[src/rtl/txd_pkg.sv]
package txd_pkg;
   localparam int unsigned WORD_W    = 32;
   localparam int unsigned OFS_BUS   = 'h00;
   localparam int unsigned OFS_POLL  = 'h04;
   localparam int unsigned OFS_BASE  = 'h10;
   localparam int unsigned OFS_OPER  = 'h18;
   localparam int unsigned BIT_SRST  = 0;
   localparam int unsigned BIT_RUN   = 13;
   localparam int unsigned BIT_OWN   = 31;
   localparam int unsigned BIT_LASTS = 30;
   localparam int unsigned BIT_FIRST = 29;
   localparam int unsigned BIT_LINK  = 24;
   localparam int unsigned STS_LO_W  = 17;
   localparam int unsigned DESC_SPAN = 16;

   typedef enum logic [2:0] {
      ST_STOP,
      ST_DESC,
      ST_BUFWAIT,
      ST_BUFRD,
      ST_WBACK,
      ST_NEXT,
      ST_SUSP
   } walk_state_t;
endpackage

[src/rtl/txd_regfile.sv]
module txd_regfile import txd_pkg::*; #(
   parameter int unsigned REG_AW = 8,
   parameter int unsigned ADDR_W = 32
) (
   input  logic              clk,
   input  logic              rst_n,
   input  logic              reg_wr,
   input  logic [REG_AW-1:0] reg_addr,
   input  logic [31:0]       reg_wdata,
   output logic              run_o,
   output logic [ADDR_W-1:0] list_base_o,
   output logic              base_load_o,
   output logic [ADDR_W-1:0] base_val_o,
   output logic              poll_o,
   output logic              srst_o
);
   logic hit_bus, hit_poll, hit_base, hit_oper;
   wire  unused_wdata = ^reg_wdata;

   assign hit_bus  = reg_wr && (reg_addr == REG_AW'(OFS_BUS));
   assign hit_poll = reg_wr && (reg_addr == REG_AW'(OFS_POLL));
   assign hit_base = reg_wr && (reg_addr == REG_AW'(OFS_BASE));
   assign hit_oper = reg_wr && (reg_addr == REG_AW'(OFS_OPER));

   assign srst_o      = hit_bus && reg_wdata[BIT_SRST];
   assign poll_o      = hit_poll;
   assign base_load_o = hit_base;
   assign base_val_o  = {reg_wdata[ADDR_W-1:2], 2'b00};

   always_ff @(posedge clk or negedge rst_n) begin
      if (!rst_n) begin
         run_o       <= 1'b0;
         list_base_o <= '0;
      end else begin
         if (srst_o)
            run_o <= 1'b0;
         else if (hit_oper)
            run_o <= reg_wdata[BIT_RUN];
         if (hit_base)
            list_base_o <= base_val_o;
      end
   end
endmodule

[src/rtl/txd_lanes.sv]
module txd_lanes #(
   parameter  int unsigned WORD_BYTES = 4,
   localparam int unsigned LANE_W = (WORD_BYTES > 1) ? $clog2(WORD_BYTES) : 1,
   localparam int unsigned CNT_LW = $clog2(WORD_BYTES + 1)
) (
   input  logic                    clk,
   input  logic                    rst_n,
   input  logic                    flush_i,
   input  logic                    load_i,
   input  logic [8*WORD_BYTES-1:0] word_i,
   input  logic [LANE_W-1:0]       first_lane_i,
   input  logic [CNT_LW-1:0]       nbytes_i,
   input  logic                    sof_i,
   input  logic                    eof_i,
   input  logic                    out_ready_i,
   output logic                    out_valid_o,
   output logic [7:0]              out_data_o,
   output logic                    out_sof_o,
   output logic                    out_eof_o,
   output logic                    idle_o
);
   logic [8*WORD_BYTES-1:0] hold_q;
   logic [LANE_W-1:0]       lane_q;
   logic [CNT_LW-1:0]       rem_q;
   logic                    sof_q, eof_q;

   generate
      if (WORD_BYTES == 1) begin : g_single
         wire unused_lane = ^lane_q;
         assign out_data_o = hold_q[7:0];
      end else begin : g_mux
         logic [7:0] byte_a [WORD_BYTES];
         for (genvar g = 0; g < WORD_BYTES; g++) begin : g_lane
            assign byte_a[g] = hold_q[8*g +: 8];
         end
         assign out_data_o = byte_a[lane_q];
      end
   endgenerate

   assign out_valid_o = (rem_q != '0);
   assign idle_o      = (rem_q == '0);
   assign out_sof_o   = sof_q;
   assign out_eof_o   = eof_q && (rem_q == CNT_LW'(1));

   always_ff @(posedge clk or negedge rst_n) begin
      if (!rst_n) begin
         hold_q <= '0;
         lane_q <= '0;
         rem_q  <= '0;
         sof_q  <= 1'b0;
         eof_q  <= 1'b0;
      end else if (flush_i) begin
         rem_q <= '0;
         sof_q <= 1'b0;
         eof_q <= 1'b0;
      end else if (load_i) begin
         hold_q <= word_i;
         lane_q <= first_lane_i;
         rem_q  <= nbytes_i;
         sof_q  <= sof_i;
         eof_q  <= eof_i;
      end else if (out_valid_o && out_ready_i) begin
         lane_q <= lane_q + LANE_W'(1);
         rem_q  <= rem_q - CNT_LW'(1);
         sof_q  <= 1'b0;
      end
   end
endmodule

[src/rtl/txd_walker.sv]
module txd_walker import txd_pkg::*; #(
   parameter int unsigned ADDR_W = 32,
   parameter int unsigned CNT_W  = 11
) (
   input  logic              clk,
   input  logic              rst_n,
   input  logic              run_i,
   input  logic              poll_i,
   input  logic              srst_i,
   input  logic              base_load_i,
   input  logic [ADDR_W-1:0] base_val_i,
   input  logic [ADDR_W-1:0] list_base_i,
   output logic              mem_req_o,
   output logic              mem_we_o,
   output logic [ADDR_W-1:0] mem_addr_o,
   output logic [31:0]       mem_wdata_o,
   input  logic              mem_ack_i,
   input  logic [31:0]       mem_rdata_i,
   output logic              lane_load_o,
   output logic [31:0]       lane_word_o,
   output logic [1:0]        lane_first_o,
   output logic [2:0]        lane_nbytes_o,
   output logic              lane_sof_o,
   output logic              lane_eof_o,
   input  logic              lane_idle_i,
   output logic              unavail_o
);
   localparam int unsigned KEEP_W = WORD_W - 1 - STS_LO_W;

   walk_state_t       st_q;
   logic [ADDR_W-1:0] cur_q, next_q, byte_addr_q;
   logic [1:0]        widx_q;
   logic [KEEP_W-1:0] keep_q;
   logic [CNT_W-1:0]  left_q;
   logic              first_q, last_q, link_q, chunk0_q;
   logic [2:0]        avail, take;
   logic [ADDR_W-1:0] nxt_ptr;

   assign avail   = 3'd4 - {1'b0, byte_addr_q[1:0]};
   assign take    = (left_q < CNT_W'(avail)) ? 3'(left_q) : avail;
   assign nxt_ptr = link_q ? next_q : cur_q + ADDR_W'(DESC_SPAN);

   assign lane_load_o   = (st_q == ST_BUFRD) && mem_ack_i;
   assign lane_word_o   = mem_rdata_i;
   assign lane_first_o  = byte_addr_q[1:0];
   assign lane_nbytes_o = take;
   assign lane_sof_o    = first_q && chunk0_q;
   assign lane_eof_o    = last_q && (left_q == CNT_W'(take));

   always_ff @(posedge clk or negedge rst_n) begin
      if (!rst_n) begin
         st_q        <= ST_STOP;
         cur_q       <= '0;
         next_q      <= '0;
         byte_addr_q <= '0;
         widx_q      <= '0;
         keep_q      <= '0;
         left_q      <= '0;
         first_q     <= 1'b0;
         last_q      <= 1'b0;
         link_q      <= 1'b0;
         chunk0_q    <= 1'b0;
         unavail_o   <= 1'b0;
         mem_req_o   <= 1'b0;
         mem_we_o    <= 1'b0;
         mem_addr_o  <= '0;
         mem_wdata_o <= '0;
      end else if (srst_i) begin
         st_q      <= ST_STOP;
         cur_q     <= list_base_i;
         unavail_o <= 1'b0;
         mem_req_o <= 1'b0;
         mem_we_o  <= 1'b0;
      end else begin
         case (st_q)
            ST_STOP: begin
               if (base_load_i)
                  cur_q <= base_val_i;
               else if (run_i) begin
                  st_q       <= ST_DESC;
                  widx_q     <= '0;
                  mem_req_o  <= 1'b1;
                  mem_we_o   <= 1'b0;
                  mem_addr_o <= cur_q;
               end
            end
            ST_DESC: if (mem_ack_i) begin
               case (widx_q)
                  2'd0: keep_q <= mem_rdata_i[WORD_W-2:STS_LO_W];
                  2'd1: begin
                     left_q   <= mem_rdata_i[CNT_W-1:0];
                     first_q  <= mem_rdata_i[BIT_FIRST];
                     last_q   <= mem_rdata_i[BIT_LASTS];
                     link_q   <= mem_rdata_i[BIT_LINK];
                     chunk0_q <= 1'b1;
                  end
                  2'd2: byte_addr_q <= mem_rdata_i[ADDR_W-1:0];
                  default: next_q <= mem_rdata_i[ADDR_W-1:0];
               endcase
               if (widx_q == 2'd0 && !mem_rdata_i[BIT_OWN]) begin
                  st_q      <= ST_SUSP;
                  unavail_o <= 1'b1;
                  mem_req_o <= 1'b0;
               end else if (widx_q == 2'd3) begin
                  st_q      <= ST_BUFWAIT;
                  mem_req_o <= 1'b0;
               end else begin
                  widx_q     <= widx_q + 2'd1;
                  mem_addr_o <= cur_q + ADDR_W'({widx_q + 2'd1, 2'b00});
               end
            end
            ST_BUFWAIT: if (lane_idle_i) begin
               mem_req_o <= 1'b1;
               if (left_q == '0) begin
                  st_q        <= ST_WBACK;
                  mem_we_o    <= 1'b1;
                  mem_addr_o  <= cur_q;
                  mem_wdata_o <= {1'b0, keep_q, {STS_LO_W{1'b0}}};
               end else begin
                  st_q       <= ST_BUFRD;
                  mem_we_o   <= 1'b0;
                  mem_addr_o <= {byte_addr_q[ADDR_W-1:2], 2'b00};
               end
            end
            ST_BUFRD: if (mem_ack_i) begin
               mem_req_o   <= 1'b0;
               byte_addr_q <= byte_addr_q + ADDR_W'(take);
               left_q      <= left_q - CNT_W'(take);
               chunk0_q    <= 1'b0;
               st_q        <= ST_BUFWAIT;
            end
            ST_WBACK: if (mem_ack_i) begin
               mem_req_o <= 1'b0;
               mem_we_o  <= 1'b0;
               st_q      <= ST_NEXT;
            end
            ST_NEXT: begin
               cur_q <= nxt_ptr;
               if (run_i) begin
                  st_q       <= ST_DESC;
                  widx_q     <= '0;
                  mem_req_o  <= 1'b1;
                  mem_addr_o <= nxt_ptr;
               end else
                  st_q <= ST_STOP;
            end
            ST_SUSP: begin
               if (!run_i)
                  st_q <= ST_STOP;
               else if (poll_i) begin
                  st_q       <= ST_DESC;
                  widx_q     <= '0;
                  mem_req_o  <= 1'b1;
                  mem_we_o   <= 1'b0;
                  mem_addr_o <= cur_q;
               end
            end
            default: st_q <= ST_STOP;
         endcase
      end
   end
endmodule

[src/rtl/txdesc_dma.sv]
module txdesc_dma import txd_pkg::*; #(
   parameter int unsigned REG_AW = 8,
   parameter int unsigned ADDR_W = 32,
   parameter int unsigned CNT_W  = 11
) (
   input  logic              clk,
   input  logic              rst_n,
   input  logic              reg_wr,
   input  logic [REG_AW-1:0] reg_addr,
   input  logic [31:0]       reg_wdata,
   output logic              mem_req,
   output logic              mem_we,
   output logic [ADDR_W-1:0] mem_addr,
   output logic [31:0]       mem_wdata,
   input  logic              mem_ack,
   input  logic [31:0]       mem_rdata,
   output logic              tx_valid,
   input  logic              tx_ready,
   output logic [7:0]        tx_data,
   output logic              tx_sof,
   output logic              tx_eof,
   output logic              tx_unavail
);
   localparam int unsigned WORD_BYTES = WORD_W / 8;

   generate
      if (CNT_W < 3 || CNT_W > 16) begin : g_bad_cnt
         $error("txdesc_dma: CNT_W must lie in 3..16");
      end
      if (ADDR_W < 8 || ADDR_W > 32) begin : g_bad_addr
         $error("txdesc_dma: ADDR_W must lie in 8..32");
      end
      if (REG_AW < 5) begin : g_bad_reg
         $error("txdesc_dma: REG_AW must reach offset 0x18");
      end
   endgenerate

   logic              run, base_load, poll, srst;
   logic [ADDR_W-1:0] list_base, base_val;
   logic              lane_load, lane_sof, lane_eof, lane_idle;
   logic [31:0]       lane_word;
   logic [1:0]        lane_first;
   logic [2:0]        lane_nbytes;

   txd_regfile #(.REG_AW(REG_AW), .ADDR_W(ADDR_W)) regs_i (
      .clk(clk), .rst_n(rst_n), .reg_wr(reg_wr), .reg_addr(reg_addr),
      .reg_wdata(reg_wdata), .run_o(run), .list_base_o(list_base),
      .base_load_o(base_load), .base_val_o(base_val), .poll_o(poll),
      .srst_o(srst)
   );

   txd_walker #(.ADDR_W(ADDR_W), .CNT_W(CNT_W)) walk_i (
      .clk(clk), .rst_n(rst_n), .run_i(run), .poll_i(poll), .srst_i(srst),
      .base_load_i(base_load), .base_val_i(base_val), .list_base_i(list_base),
      .mem_req_o(mem_req), .mem_we_o(mem_we), .mem_addr_o(mem_addr),
      .mem_wdata_o(mem_wdata), .mem_ack_i(mem_ack), .mem_rdata_i(mem_rdata),
      .lane_load_o(lane_load), .lane_word_o(lane_word),
      .lane_first_o(lane_first), .lane_nbytes_o(lane_nbytes),
      .lane_sof_o(lane_sof), .lane_eof_o(lane_eof),
      .lane_idle_i(lane_idle), .unavail_o(tx_unavail)
   );

   txd_lanes #(.WORD_BYTES(WORD_BYTES)) lanes_i (
      .clk(clk), .rst_n(rst_n), .flush_i(srst), .load_i(lane_load),
      .word_i(lane_word), .first_lane_i(lane_first), .nbytes_i(lane_nbytes),
      .sof_i(lane_sof), .eof_i(lane_eof), .out_ready_i(tx_ready),
      .out_valid_o(tx_valid), .out_data_o(tx_data), .out_sof_o(tx_sof),
      .out_eof_o(tx_eof), .idle_o(lane_idle)
   );
endmodule

[config.mk]
export PLATFORM = sky130hd
export DESIGN_NAME = txdesc_dma
export DESIGN_NICKNAME = d
export VERILOG_FILES = /design/src/rtl/txd_pkg.sv /design/src/rtl/txd_regfile.sv /design/src/rtl/txd_lanes.sv /design/src/rtl/txd_walker.sv /design/src/rtl/txdesc_dma.sv
export SDC_FILE = /design/constraint.sdc
export NUM_CORES = 1
export LEC_CHECK = 0
export ABC_AREA = 1
export BUFFER_PORTS_ARGS = -buffer_cell sky130_fd_sc_hd__buf_2
export CORE_ASPECT_RATIO = 0.5
export CORE_MARGIN = 3
export CORE_UTILIZATION = 53
export CTS_CLUSTER_SIZE = 16
export DETAILED_ROUTE_END_ITERATION = 10
export HOLD_SLACK_MARGIN = 0.1
export PLACE_DENSITY_LB_ADDON = 0.12
export REMOVE_ABC_BUFFERS = 1
export SYNTH_ARGS = -nofsm -noshare
export SYNTH_HDL_FRONTEND = slang
export SYNTH_SLANG_ARGS = --single-unit
[constraint.sdc]
create_clock -name clk -period 3.61 [get_ports clk]
set_input_delay 0.361 -clock clk [delete_from_list [all_inputs] [get_ports clk]]
set_output_delay 0.361 -clock clk [all_outputs]
set_load 0.03 [all_outputs]
==> flow_summary_export.csv <==
group,metric,value,unit
synth,synth_edf_count,0,
floorplanning,io_pins,155,
cts,cts_buffer_depth,3,
finish,nets,2376,
timing,setup_viol,0,
synth,synth_ff_type,"dfrtp_1",
power,powerDensity,879,mW/mm^2
setup_path,crit_required,4010,ps
cts,cts_made_buffers,23,
synth,syn-cell-area,0.0150,mm^2
setup_path,cpPeakStageDelay,390,ps
setup_path,crit_fanout,6,
outcome,outcome,"finished, final reports clean",
place,dp_hpwl,36800,um
floorplanning,die_width,244,um
timing,fin_skew,15.6,ps
global_routing,grt_max_degree,114,
synth,syn_area_per_cell,7.04,um^2
timing,worst_hold_slack,121,ps
timing,period_share,91.8,%
timing,period_needed,3310,ps
detailed_routing,num_vias,15100,
synth,async_flop_share,100,%
synth,ys_warn_count,0,
power,p_leak,8.60,nW
finish,layout.cells.most_common,"nand2_1",
place,gp_congestion,0.992,
global_routing,grt_util_all_layers,32.7,%
setup_path,cp_num_buf_inv,5,
timing,drv_slew,0,
timing,max_slew_margin,35.7,%
detailed_routing,avgRoutedWirePerCell,18.9,um
synth,yosys.cell_types.count,48,
cts,cts_tree,"built",
cts,worstSkewPairLatency,540,ps
power,ir_drop,425,uV
setup_path,critPathSlowestCell,"dfrtp_1",
power,power,15.0,mW
floorplanning,start_util,55.3,%
setup_path,cp_top_family,"adder cells",
detailed_routing,routed_via_density,5.65,
floorplanning,coreArea,0.0271,mm^2
detailed_routing,postRouteAntennaNets,0,
global_routing,grt_pass1_vias,13700,
setup_path,path_cells,"inv_2 -> ha_1 -> inv_1 -> ha_1 -> o211ai_1 -> nand3_2 -> o21ai_2 -> ha_1 -> inv_1 -> fa_1 -> inv_1 -> nand2_1 -> nand2_1 -> nand2_2 -> inv_1 -> nand2_1 -> o21ai_0 -> nand3_1 -> o211ai_1 -> o21ai_0",
synth,syn_inst,2131,
setup_path,cpMostUsedCell,"inv_1",
setup_path,path_depth,20,
timing,max_freq,0.302,GHz
detailed_routing,drt-initial-drc-count,1833,
setup_path,crit_path_start_kind,"register",
timing,finalHoldViolCount,0,
cts,clk_pin_slew,80,ps
worst_hold_path,worstHoldPathType,"primary input to register",
synth,ys_seq_area_share,41.6,%
floorplanning,die_h,125,um
synth,synth-seq-cells,249,
floorplanning,row_count,42,
place,place.port_buffers,135,
cts,root_buffer,"clkbuf_16",
detailed_routing,first_pass_iters,5,
global_routing,antenna_found_initial,6,
global_routing,grt_pass1_wl,78200,um
finish,nFillCells,2577,
finish,final_cell_mix,"nand2_1, nor2_1, dfrtp_1",
timing,worst_pin_slew,963,ps
setup_path,cp-end-kind,"register",
finish,area_growth,14.2,%
global_routing,overflow,0,
run,cap_viol_max_count,0,
detailed_routing,drc_errors,0,
setup_path,rr_worst_depth,20,
cts,htree_levels,1,
floorplanning,fp.dieArea,0.0305,mm^2
worst_hold_path,whs_path_depth,3,
cts,cts_num_sinks,249,
setup_path,worst-endpoint-arrival,3720,ps
setup_path,crit_type,"register to register",
finish,drive_gt1_share,12.6,%
detailed_routing,drt_wl_total,50300,um
[flip-flops by register name (all words and copies together) (netlist names)]
name                count
walk_i.next_q          32
walk_i.chunk0_q         1
regs_i.list_base_o     30
walk_i.last_q           1
walk_i.widx_q           2
walk_i.mem_addr_o      32
walk_i.st_q             3
walk_i.mem_we_o         1
lanes_i.eof_q           1
walk_i.link_q           1
lanes_i.out_sof_o       1
walk_i.mem_wdata_o     14
walk_i.byte_addr_q     32
lanes_i.hold_q         32
walk_i.unavail_o        1
walk_i.keep_q          14
lanes_i.rem_q           3
walk_i.mem_req_o        1
walk_i.cur_q           32
lanes_i.lane_q          2
regs_i.run_o            1
walk_i.left_q          11
walk_i.first_q          1
[layer usage]
metal	up-vias	share of wire, %	global-route usage [%]	wire length, um
li1	7135	-	-	-
met1	7101	45	48.8	22500
met2	755	42	48.1	21100
met3	77	11	8.56	5770
met4	4	1.8	5.82	912
met5	-	0.18	1.86	92
[synth_stat cells, drive strengths merged (4+ instances only)]
cell type	count	share of area, %
clkinv	4	0.11
or2	13	0.54
o21ai	258	8.6
a21oi	71	2.4
nor3	22	0.77
clkbuf	33	0.83
o22ai	18	0.75
buf	67	2.9
xor2	10	0.58
nor2	280	7.5
mux2	14	1.1
nand3	132	4.7
ha	20	1.7
nand4	28	1.2
a31oi	7	0.29
o211ai	26	1.3
dfrtp	249	42
nand2	641	16
inv	212	5.3
a22oi	4	0.20
[final timing paths]
kind,startpoint,to,slack [ps]
max in group asynchronous,rst_n,walk_i.mem_addr_o[21],2280
worst min-delay path,mem_rdata[0],lanes_i.hold_q[0],120
min in group asynchronous,rst_n,walk_i.keep_q[8],490
worst max-delay path,walk_i.byte_addr_q[1],walk_i.byte_addr_q[16],300
worst min register to register,walk_i.mem_we_o,walk_i.mem_we_o,470
worst max register to register,walk_i.byte_addr_q[1],walk_i.byte_addr_q[16],300
[cell type report]
type / instances / area, um^2 / area share, %
Clock inverter: 16 / 194 / 1.13
Tap cell: 374 / 468 / 2.73
Timing Repair Buffer: 203 / 1330 / 7.79
Sequential cell: 249 / 6230 / 36.4
Antenna cell: 2 / 5.00 / 0.0292
Multi-Input combinational cell: 1583 / 7480 / 43.7
Clock buffer: 25 / 593 / 3.47
Inverter: 216 / 812 / 4.74
[stage by stage]
step	TNS (ps)	std cells	utilization [%]	setup slack (ps)	instance area (um^2)
2_1_floorplan	0	2048	-	451	14500
5_1_grt	-18.3	2667	63.1	-18.3	17100
3_5_place_dp	0	2593	59.0	103	16000
4_1_cts	0	2664	63.0	73.9	17100
6_report	0	2668	63.1	296	17100
3_3_place_gp	0	2593	59.0	110	16000
[logic make-up after synthesis]
logic type	after synthesis	share of synthesized area, %
simple gates	1121	31.3
xor+xnor	12	0.701
fa+ha+maj	23	2.07
mux	15	1.12
flops	249	41.6
buf+inv	316	9.15
compound gates	394	14.1
other cells	1	0.0250
[worst register-to-register path, delay by kind of cell, from the launching register on]
kind / cells / cell delay (ps)
flops: 1 / 390
simple gates: 6 / 670
buf+inv: 5 / 350
compound gates: 5 / 650
fa+ha+maj: 4 / 1100
[power breakdown]
group	total, mW	internal [mW]	leakage (nW)	switching (mW)
clock network	2.66	1.49	0.393	1.17
logic	7.42	2.28	5.11	5.14
registers	4.96	3.90	3.10	1.07
total	15.0	7.66	8.60	7.38
[timing repair]
item,CTS,global route
resized for setup,0,14
setup buffers,0,2
endpoints found under the setup margin,0,24
endpoints found under the hold margin,139,0
hold buffers,30,0
No activity file was read; power rests on OpenSTA's default activity.
